$ cat src/rtl/ulu_pkg.sv
package ulu_pkg;

   typedef enum logic [1:0] {
      ST_IDLE = 2'd0,
      ST_RD0  = 2'd1,
      ST_RD1  = 2'd2,
      ST_DONE = 2'd3
   } ulu_state_e;

endpackage

$ cat src/rtl/ulu_ctrl.sv
module ulu_ctrl #(
   parameter int WA_W   = 30,
   parameter int OFS_W  = 2,
   parameter int DATA_W = 32
) (
   input  logic              clk,
   input  logic              rst_n,
   input  logic              ld_valid_i,
   input  logic [WA_W-1:0]   ld_waddr_i,
   input  logic [OFS_W-1:0]  ld_ofs_i,
   input  logic [DATA_W-1:0] mem_data_i,
   input  logic              mem_dvalid_i,
   output logic              ready_o,
   output logic              done_o,
   output logic              req_o,
   output logic [WA_W-1:0]   waddr_o,
   output logic [DATA_W-1:0] lo_word_o,
   output logic [DATA_W-1:0] hi_word_o,
   output logic [OFS_W-1:0]  ofs_o
);
   import ulu_pkg::*;

   ulu_state_e          state_q;
   logic [WA_W-1:0]     wa_q;
   logic [OFS_W-1:0]    ofs_q;
   logic [DATA_W-1:0]   lo_q;
   logic [DATA_W-1:0]   hi_q;

   always_ff @(posedge clk) begin
      if (!rst_n) begin
         state_q <= ST_IDLE;
         wa_q    <= '0;
         ofs_q   <= '0;
         lo_q    <= '0;
         hi_q    <= '0;
      end else begin
         unique case (state_q)
            ST_IDLE: begin
               if (ld_valid_i) begin
                  wa_q    <= ld_waddr_i;
                  ofs_q   <= ld_ofs_i;
                  state_q <= ST_RD0;
               end
            end
            ST_RD0: begin
               if (mem_dvalid_i) begin
                  lo_q    <= mem_data_i;
                  state_q <= (ofs_q == '0) ? ST_DONE : ST_RD1;
               end
            end
            ST_RD1: begin
               if (mem_dvalid_i) begin
                  hi_q    <= mem_data_i;
                  state_q <= ST_DONE;
               end
            end
            default: state_q <= ST_IDLE;
         endcase
      end
   end

   // Second word address: plain increment, wraps at the top of the space.
   always_comb begin
      ready_o   = (state_q == ST_IDLE);
      done_o    = (state_q == ST_DONE);
      req_o     = (state_q == ST_RD0) || (state_q == ST_RD1);
      waddr_o   = (state_q == ST_RD1) ? wa_q + 1'b1 : wa_q;
      lo_word_o = lo_q;
      hi_word_o = hi_q;
      ofs_o     = ofs_q;
   end

endmodule

$ cat src/rtl/ulu_merge.sv
module ulu_merge #(
   parameter int NBYTES = 4,
   parameter int OFS_W  = 2
) (
   input  logic [NBYTES*8-1:0] lo_word_i,
   input  logic [NBYTES*8-1:0] hi_word_i,
   input  logic [OFS_W-1:0]    ofs_i,
   output logic [NBYTES*8-1:0] data_o
);
   localparam int CAT_W = 2 * NBYTES * 8;

   logic [CAT_W-1:0] cat;
   assign cat = {hi_word_i, lo_word_i};

   // Little-endian: output byte i comes from concatenated byte i+ofs.
   for (genvar i = 0; i < NBYTES; i++) begin : g_byte
      always_comb begin
         data_o[i*8 +: 8] = cat[i*8 +: 8];
         for (int k = 0; k < NBYTES; k++) begin
            if (ofs_i == k[OFS_W-1:0]) data_o[i*8 +: 8] = cat[(i+k)*8 +: 8];
         end
      end
   end

endmodule

$ cat src/rtl/unaligned_load_unit.sv
module unaligned_load_unit #(
   parameter  int ADDR_W = 32,
   parameter  int DATA_W = 32,
   localparam int NBYTES = DATA_W / 8,
   localparam int OFS_W  = $clog2(NBYTES),
   localparam int WA_W   = ADDR_W - OFS_W
) (
   input  logic              clk,
   input  logic              rst_n,
   input  logic              ld_valid_i,
   input  logic [ADDR_W-1:0] ld_addr_i,
   output logic              ld_ready_o,
   output logic [DATA_W-1:0] ld_data_o,
   output logic              ld_done_o,
   output logic              mem_req_o,
   output logic [WA_W-1:0]   mem_addr_o,
   input  logic [DATA_W-1:0] mem_data_i,
   input  logic              mem_dvalid_i
);

   if ((DATA_W % 8) != 0 || NBYTES < 2 || (1 << OFS_W) != NBYTES) begin : g_bad_data_w
      $error("DATA_W must be a power-of-two number of bytes, at least two");
   end
   if (ADDR_W <= OFS_W) begin : g_bad_addr_w
      $error("ADDR_W must exceed the byte-offset width");
   end

   logic [DATA_W-1:0] lo_word, hi_word;
   logic [OFS_W-1:0]  ofs;

   ulu_ctrl #(
      .WA_W   (WA_W),
      .OFS_W  (OFS_W),
      .DATA_W (DATA_W)
   ) ctrl_i (
      .clk          (clk),
      .rst_n        (rst_n),
      .ld_valid_i   (ld_valid_i),
      .ld_waddr_i   (ld_addr_i[ADDR_W-1:OFS_W]),
      .ld_ofs_i     (ld_addr_i[OFS_W-1:0]),
      .mem_data_i   (mem_data_i),
      .mem_dvalid_i (mem_dvalid_i),
      .ready_o      (ld_ready_o),
      .done_o       (ld_done_o),
      .req_o        (mem_req_o),
      .waddr_o      (mem_addr_o),
      .lo_word_o    (lo_word),
      .hi_word_o    (hi_word),
      .ofs_o        (ofs)
   );

   ulu_merge #(
      .NBYTES (NBYTES),
      .OFS_W  (OFS_W)
   ) merge_i (
      .lo_word_i (lo_word),
      .hi_word_i (hi_word),
      .ofs_i     (ofs),
      .data_o    (ld_data_o)
   );

endmodule

$ cat config.mk
export PLATFORM = sky130hd
export DESIGN_NAME = unaligned_load_unit
export DESIGN_NICKNAME = d
export VERILOG_FILES = /design/src/rtl/ulu_pkg.sv /design/src/rtl/ulu_ctrl.sv /design/src/rtl/ulu_merge.sv /design/src/rtl/unaligned_load_unit.sv
export SDC_FILE = /design/constraint.sdc
export NUM_CORES = 1
export LEC_CHECK = 0
export ABC_CLOCK_PERIOD_IN_PS = 2300
export BUFFER_PORTS_ARGS = -buffer_cell sky130_fd_sc_hd__buf_2
export CORE_MARGIN = 4
export CORE_UTILIZATION = 49
export CTS_CLUSTER_DIAMETER = 50
export CTS_CLUSTER_SIZE = 30
export DETAILED_ROUTE_END_ITERATION = 10
export HOLD_SLACK_MARGIN = 0.06
export PLACE_DENSITY_LB_ADDON = 0.15
export SLEW_MARGIN = 20
export SYNTH_ARGS = -nofsm -noshare
export SYNTH_HDL_FRONTEND = slang
export SYNTH_SLANG_ARGS = --single-unit
$ cat constraint.sdc
create_clock -name clk -period 2.3 [get_ports clk]
set_clock_uncertainty 0.05 [all_clocks]
set_input_delay 0.46 -clock clk [delete_from_list [all_inputs] [get_ports clk]]
set_output_delay 0.46 -clock clk [all_outputs]
set_load 0.02 [all_outputs]
# After elaboration in Yosys (flattened, before gate mapping)
# Cells that the tools add are included.
# totals
ff_bits	90
latchBits	0
ramBits	0
mem_bits_ro	0
in_bits	68
mem_count	0
# classes
n_addsub	1
mul	0
div	0
magnitude_cmp	0
eq_ne	9
shift	0
muxes	18
bitwise_logic	0
reduce_logical	7
# op_table
operator	count
2-to-1 mux 8 bit	12
adder 30 x 1 -> 30 bit, second input constant	1
2-to-1 mux 30 bit	1
== test 2 bit, second input constant	4
2-to-1 mux 2 bit	3
inequality test 2 bit, second input constant	3
case mux 2 bit (3 select lines)	1
AND reduction 2 bit	3
== test 2 x 1 -> 1 bit, second input constant	2
zero test 2 bit	2
AND reduction 3 bit	1
logical OR 1 bit	1
2-to-1 mux 1 bit	1

# Longest topological paths before layout
# Gate-level depths: netlist of run 1.
# logic_depth
depth_word	4
depth_mapped	8

# Modules after synthesis
# A second synthesis of run 1 with hierarchy kept.
# hier_totals
cells_unflattened	562
hier_area_um2	5185.0
# modules_own_cells
mod	instances	cells_per_inst	area_per_inst_um2
ulu_ctrl	1	522	4360.4
ulu_merge	1	40	824.5

# Least setup slack after synthesis of run 1
# Ideal clock, no wire load.
# synth_path
path_kind	reg-to-output
start	register ctrl_i.state_q[0]
end	output port mem_addr_o[22]
arrival_ns	1.949
t_required_ns	1.790
path_slack_ns	-0.159
path_stages_with_launch	8
n_path_buf	1
path_cell_list	dfxtp_1 -> inv_1 -> ha_1 -> buf_6 -> nand3_4 -> or4_4 -> nor4_4 -> xor2_1
# synth_via
elab_chain_cells	2
# synth_rtl
item	line	text
start: declaration	ulu_ctrl.sv:23	ulu_state_e state_q;
start signal: assignment	ulu_ctrl.sv:48	state_q <= (ofs_q == '0) ? ST_DONE : ST_RD1;
== test 2 bit	ulu_ctrl.sv:67	waddr_o = (state_q == ST_RD1) ? wa_q + 1'b1 : wa_q;
2-to-1 mux 30 bit	ulu_ctrl.sv:67	
end: declaration	unaligned_load_unit.sv:16	output logic [WA_W-1:0] mem_addr_o,
# Every way passes these cells.

# Final worst setup path of run 1
# layout_path
start	register ctrl_i.state_q[0]
end	output port mem_addr_o[20]
# Same word-level chain as after synthesis.

==> reports/metrics.cfg, run 1 <==
[power]
p_leak_nw = 2.70
total_power_mw = 5.30
ir_drop_v = 0.000438
power.density_nw_per_um2 = 825

[run_status]
violations = setup timing
outcome = finished, violations left

[logic_synthesis]
syn_area_per_cell_um2 = 9.01
synth_seq_cells = 90
syn_inst = 528
yosysMostFrequentCell = nand2_1
synth_edf_count = 0
synth_top_cell_area_share_pct = 37.9
yosysTopAreaCell = dfxtp_1
synth_common_cells = 189 x nand2_1, 90 x dfxtp_1, 89 x a21boi_0
yosysUniqueCellTypes = 32
synth_fp_nets = 601
yosys-top-cells-area = dfxtp_1 38%, mux4_2 15%, nand2_1 15%, a21boi_0 14%, xnor2_1 3.9%
synthArstFlopShare_pct = 0
synth_area_um2 = 4760
synth-main-ff-cell = dfxtp_1
seq_area_frac_synth_pct = 37.9
yosysWarningCount = 0

[grt]
grt_max_degree = 91
track_usage_pct = 22.5
antenna_found_initial = 0
grt_pass1_wl_um = 20700
grt_pass1_vias = 4309
overflow = 0

[sta]
worstMarginPinSlew_ns = 0.378
period_needed_ns = 2.62
rsz0062_at_grt = yes
final-hold-violation-count = 0
slew_viol_final = 0
finalSetupViolations = 23
layout_setup_ws_ns = -0.317
maxSlewHeadroom_pct = 74.8
period_share_pct = 114
fmax_mhz = 382

[job]
cap_violations = 0

[die]
core_area_um2 = 9330
initial_core_util_pct = 51.0
die_w_um = 107
fp.dieH_um = 107
dieArea_um2 = 11300
io_pins = 133
row_count = 35

[clock_network]
cts_tree = built
cts_max_path_buffers = 2
cts_root_buffer = clkbuf_8
cts.clk_slew.worst_paths_ns = 0.10
htree_levels = 3
cts.sinks = 90
hold_buffers = 0
cts_buffers = 9
clk_latency_ns = 0.35

[placed_design]
dpl.cell_count = 788
dp_hpwl_um = 8880
port_buffers = 132
place_congestion = 0.835

[worst_setup_path]
crit_slowest_cell = or4_4
startpoint_type = flip-flop
cp_cell_sequence = inv_2, ha_4, nand3_4, or4_4, buf_12, nor3_4, xor2_2, buf_4
path_buf_inv = 3
critPathMaxFanout = 3
path_class = flip-flop to primary output
endpoint_kind = primary output
cpPeakStageDelay_ns = 0.54
critical_path_required_ns = 1.79
arrival_ns = 2.11
cp_top_family = simple AND/OR/NAND/NOR gates

[cells_and_area]
antenna_cells = 0
nNetsFinal = 752
layout-drive-gt1-share_pct = 41.3
final-instance-count-excl-fill = 812
area_delta_synth_final_pct = 35.0

[drt]
ant_nets = 0
viasPerCell = 5.33
wl_per_cell_um = 15.5
num_vias = 4326
wirelength_um = 12600
drtPass1Iterations = 4
drc = 0
drt_first_iter_violations = 166

[hold_path]
hold_class = primary input to flip-flop

==> metrics by stage <==
| step | setup slack, ns | util, % | hold slack, ns | TNS [ns] | cell area (um^2) |
|---|---|---|---|---|---|
| CTS | -0.286 | 66.5 | 0.277 | -3.65 | 6200 |
| global route | -0.399 | 68.8 | 0.295 | -7.21 | 6420 |
| detailed placement | -0.0498 | 62.5 | 0.406 | -0.0951 | 5830 |
| finish | -0.317 | 68.8 | 0.292 | -4.49 | 6420 |
| floorplan | -0.0428 | - | 0.390 | -0.160 | 4860 |
| global placement | 0.00881 | 62.5 | 0.397 | 0 | 5830 |
==> cell families (layout without fill, tap and decap cells) <==
logic type	after synthesis	after routing	share of synthesized area, %
simple gates	235	235	21.8
compound gates	91	91	14.3
flops	90	90	37.9
buf+inv	44	199	3.74
mux	34	34	15.6
xor+xnor	29	29	5.34
fa+ha+maj	5	5	1.32
==> layer usage <==
metal,global-route usage (%),share of wire (%)
met1,30.8,43
met2,36.5,49
met3,3.52,6.6
met4,7.67,1.7
met5,0,0
==> worst register-to-register path: cells and delay by family, from the launching register on <==
| family | cells | cell delay (ns) |
|---|---|---|
| AOI/OAI and AO/OA | 1 | 0.19 |
| adders and majority gates | 1 | 0.24 |
| buffers and inverters | 4 | 0.59 |
| DFF | 1 | 0.33 |
| and+or+nand+nor | 2 | 0.27 |
==> path summary, 6_finish.rpt <==
check / cells past startpoint / from / to / slack [ns]
max: 8 / ctrl_i.state_q[0] / mem_addr_o[20] / -0.32
min: 3 / mem_data_i[24] / ctrl_i.lo_word_o[24] / 0.29
max reg2reg: 8 / ctrl_i.state_q[0] / ctrl_i.wa_q[16] / 0.54
min reg2reg: 2 / ctrl_i.lo_word_o[0] / ctrl_i.lo_word_o[0] / 0.42
==> cell usage in the layout, fill, tap and decap left out, types with 3 or more instances in the layout <==
cell type,n
xor2_1,5
a21boi_0,89
nand3_2,4
dfxtp_2,9
xnor2_2,13
ha_1,3
mux4_2,32
clkinvlp_4,3
nor3_2,3
dfxtp_1,78
buf_12,3
and2_1,5
nand2_1,188
dfxtp_4,3
nor4_4,4
nand4_1,8
buf_4,61
xnor2_1,8
clkbuf_8,9
buf_2,106
and3_1,3
xor2_2,3
inv_1,5
buf_6,8
==> timing repair <==
action                     CTS  global route
buffers inserted             2             7
setup endpoints to repair   27            30
resized for setup           43            37
pin swaps                   13            10
==> flip-flops by register name, summed over array words and instances (netlist names) <==
| register | flops |
|---|---|
| ctrl_i.lo_word_o | 32 |
| ctrl_i.ofs_o | 2 |
| ctrl_i.hi_word_o | 24 |
| ctrl_i.state_q | 2 |
| ctrl_i.wa_q | 30 |
==> power by group <==
group / switching [mW] / internal, mW / total [mW]
clock: 0.576 / 0.610 / 1.19
combinational: 1.15 / 0.887 / 2.04
sequential: 0.255 / 1.81 / 2.07
==> cell type report <==
class / count / area (um^2)
Multi-Input combinational cell: 394 / 3060
Fill cell: 732 / 2910
Tap cell: 129 / 161
Clock inverter: 6 / 91.3
Clock buffer: 9 / 124
Sequential cell: 90 / 1820
Inverter: 6 / 22.5
Timing Repair Buffer: 178 / 1140
Power figures use the tool's default switching activity.
==> run 2: changes to the inputs <==
==> constraint.sdc (replaced) <==
create_clock -name clk -period 2.3 [get_ports clk]
set_clock_uncertainty 0.05 [all_clocks]
set_input_delay 0.46 -clock clk [delete_from_list [all_inputs] [get_ports clk]]
set_output_delay 0.46 -clock clk [all_outputs]
set_load 0.01 [all_outputs]
==> reports/metrics.cfg, run 2 (synthesized netlist as in run 1, its figures left out) <==
[run_status]
outcome = finished, violations left
violations = setup timing

[clock_network]
cts_buffers = 9  ; unchanged
cts.sinks = 90  ; unchanged
cts_root_buffer = clkbuf_8
cts.clk_slew.worst_paths_ns = 0.09  ; about the same
htree_levels = 3  ; unchanged
clk_latency_ns = 0.35  ; about the same
hold_buffers = 0  ; unchanged
cts_tree = built
cts_max_path_buffers = 2  ; unchanged

[cells_and_area]
seq_area_um2 = 1810  ; -0.82%
mostFrequentLayoutCell = nand2_1
nNetsFinal = 746  ; -0.80%
multiInputGateArea_um2 = 3000  ; -1.9%
area_delta_synth_final_pct = 30.2
fillers = 789  ; +7.8%
antenna_cells = 0  ; unchanged
final_cell_mix = 187 x nand2_1, 132 x buf_2, 89 x a21boi_0
layout-drive-gt1-share_pct = 38.3  ; -3.0 points
largest_reg_flops = 32  ; unchanged

[die]
row_count = 35  ; unchanged
initial_core_util_pct = 51.0  ; unchanged
die_w_um = 107  ; unchanged
fp.dieH_um = 107  ; unchanged
core_area_um2 = 9330  ; unchanged
dieArea_um2 = 11300  ; unchanged
io_pins = 133  ; unchanged

[grt]
grt_pass1_wl_um = 20100  ; -3.0%
grt_max_degree = 66  ; -27%
track_usage_pct = 21.9  ; -0.56 points
grt_pass1_vias = 4082  ; -5.3%
overflow = 0  ; unchanged
antenna_found_initial = 0  ; unchanged

[power]
p_clk_share_pct = 19.8  ; -2.6 points
pwr-share-seq_pct = 42.4  ; +3.3 points
p_switching_mw = 1.79  ; -10%
power_frac_comb_pct = 37.7  ; -0.8 points
power.density_nw_per_um2 = 779  ; -5.6%
p_leak_nw = 2.61  ; -3.2%
ir_drop_v = 0.000480  ; +9.5%
internal-power_mw = 3.03  ; -8.4%
switching_share_pct = 37.1  ; -0.39 points

[worst_setup_path]
r2r_cells = 9  ; +1
path_buf_inv = 4  ; +1
endpoint_kind = primary output
arrival_ns = 2.13  ; +0.02 ns
cp_top_family = simple AND/OR/NAND/NOR gates
startpoint_type = flip-flop
cpPeakStageDelay_ns = 0.33  ; -0.21 ns
cp_cell_sequence = inv_2, ha_4, buf_6, nand4_1, nor4_4, buf_4, nand3_2, xnor2_1, buf_2
path_class = flip-flop to primary output
crit_slowest_cell = dfxtp_2
critPathMaxFanout = 4  ; +1
worst-path-stages = 9  ; +1
critical_path_required_ns = 1.79  ; about the same

[drt]
drtPass1Iterations = 4  ; unchanged
num_vias = 4241  ; -2.0%
drt_first_iter_violations = 167  ; +0.60%
drc = 0  ; unchanged
viasPerCell = 5.26  ; -1.2%
ant_nets = 0  ; unchanged
wirelength_um = 12600  ; +0.14%
wl_per_cell_um = 15.6  ; +0.88%

[sta]
finalSetupTns_ns = -5.92  ; -1.43 ns
layout_setup_ws_ns = -0.336  ; -0.0196 ns
period_needed_ns = 2.64  ; +0.0196 ns
finalSetupViolations = 25  ; +8.7%
fmax_mhz = 379  ; -0.74%
final-hold-violation-count = 0  ; unchanged
maxSlewHeadroom_pct = 67.8  ; -7.0 points
slew_viol_final = 0  ; unchanged
worstMarginPinSlew_ns = 0.484  ; +0.105 ns
rsz0062_at_grt = yes
period_share_pct = 115  ; +0.85 points

[placed_design]
place_congestion = 0.862  ; +3.3%
port_buffers = 132  ; unchanged
dp_hpwl_um = 8470  ; -4.6%
pre_cts_slack_ns = -0.0185  ; +0.0314 ns

[hold_path]
hold_class = primary input to flip-flop
holdPathStages = 3  ; unchanged

[job]
cap_violations = 0  ; unchanged

[run 2: cell types whose count changed in the layout (fill, tap and decap cells not counted), sizes merged]
cell,delta
buf,-6
bufinv,-2
clkbuf,+1
clkinv,+1
[run 2: final timing paths]
kind / slack [ns] / startpoint / endpoint
worst max-delay path: -0.34 / ctrl_i.state_q[0] / mem_addr_o[21]
worst min-delay path: 0.29 / mem_data_i[25] / ctrl_i.lo_word_o[25]
worst max register to register: 0.50 / ctrl_i.state_q[0] / ctrl_i.state_q[0]
worst min register to register: 0.42 / ctrl_i.lo_word_o[7] / ctrl_i.lo_word_o[7]
[run 2: layout make-up]
| cell class | instances | area share (%) |
|---|---|---|
| Multi-Input combinational cell | 394 | 48.5 |
| Sequential cell | 90 | 29.2 |
| Timing Repair Buffer | 172 | 16.6 |
| Tap cell | 129 | 2.61 |
| Clock buffer | 10 | 2.06 |
| Clock inverter | 5 | 0.647 |
| Inverter | 6 | 0.364 |
[run 2: power by group through the flow]
stage / logic [mW] / registers (mW) / clock network [mW]
6_report: 1.82 / 2.05 / 0.955
5_1_grt: 2.00 / 2.09 / 1.05
4_1_cts: 1.77 / 2.03 / 0.993
3_5_place_dp: 1.72 / 2.05 / 0
3_3_place_gp: 1.68 / 2.04 / 0
2_1_floorplan: 1.12 / 2.01 / 0
[run 2: through the flow]
stage               std cells  power, mW  hold slack, ns  cell area (um^2)  util (%)
finish                    806       4.82           0.291              6190      66.4
global route              806       5.14           0.290              6190      66.4
CTS                       801       4.79           0.274              5990      64.2
detailed placement        780       3.77           0.410              5680      60.9
global placement          780       3.72           0.396              5680      60.9
floorplan                 528       3.13           0.390              4760         -
[run 2: worst reg2reg max path, delay by kind of cell (launching register included)]
kind / cells / cell delay [ns]
DFF: 1 / 0.34
buffers and inverters: 4 / 0.41
adders and majority gates: 1 / 0.16
AOI/OAI and AO/OA: 2 / 0.32
and+or+nand+nor: 2 / 0.44
[run 2: timing repair]
item / 4_1_cts / 5_1_grt
cloned: 1 / 0
gates resized for setup: 24 / 32
setup buffers: 5 / 7
setup endpoints to repair: 24 / 36
pin swaps: 14 / 21
[run 2: layer usage]
metal  GRT usage, %  vias to the layer above  part of all wire (%)
met4           5.84                        0                   1.4
met3           3.83                       13                   4.3
met5              0                        -                     0
met1           29.3                     2021                    45
li1               -                     2089                     -
met2           36.8                      118                    49
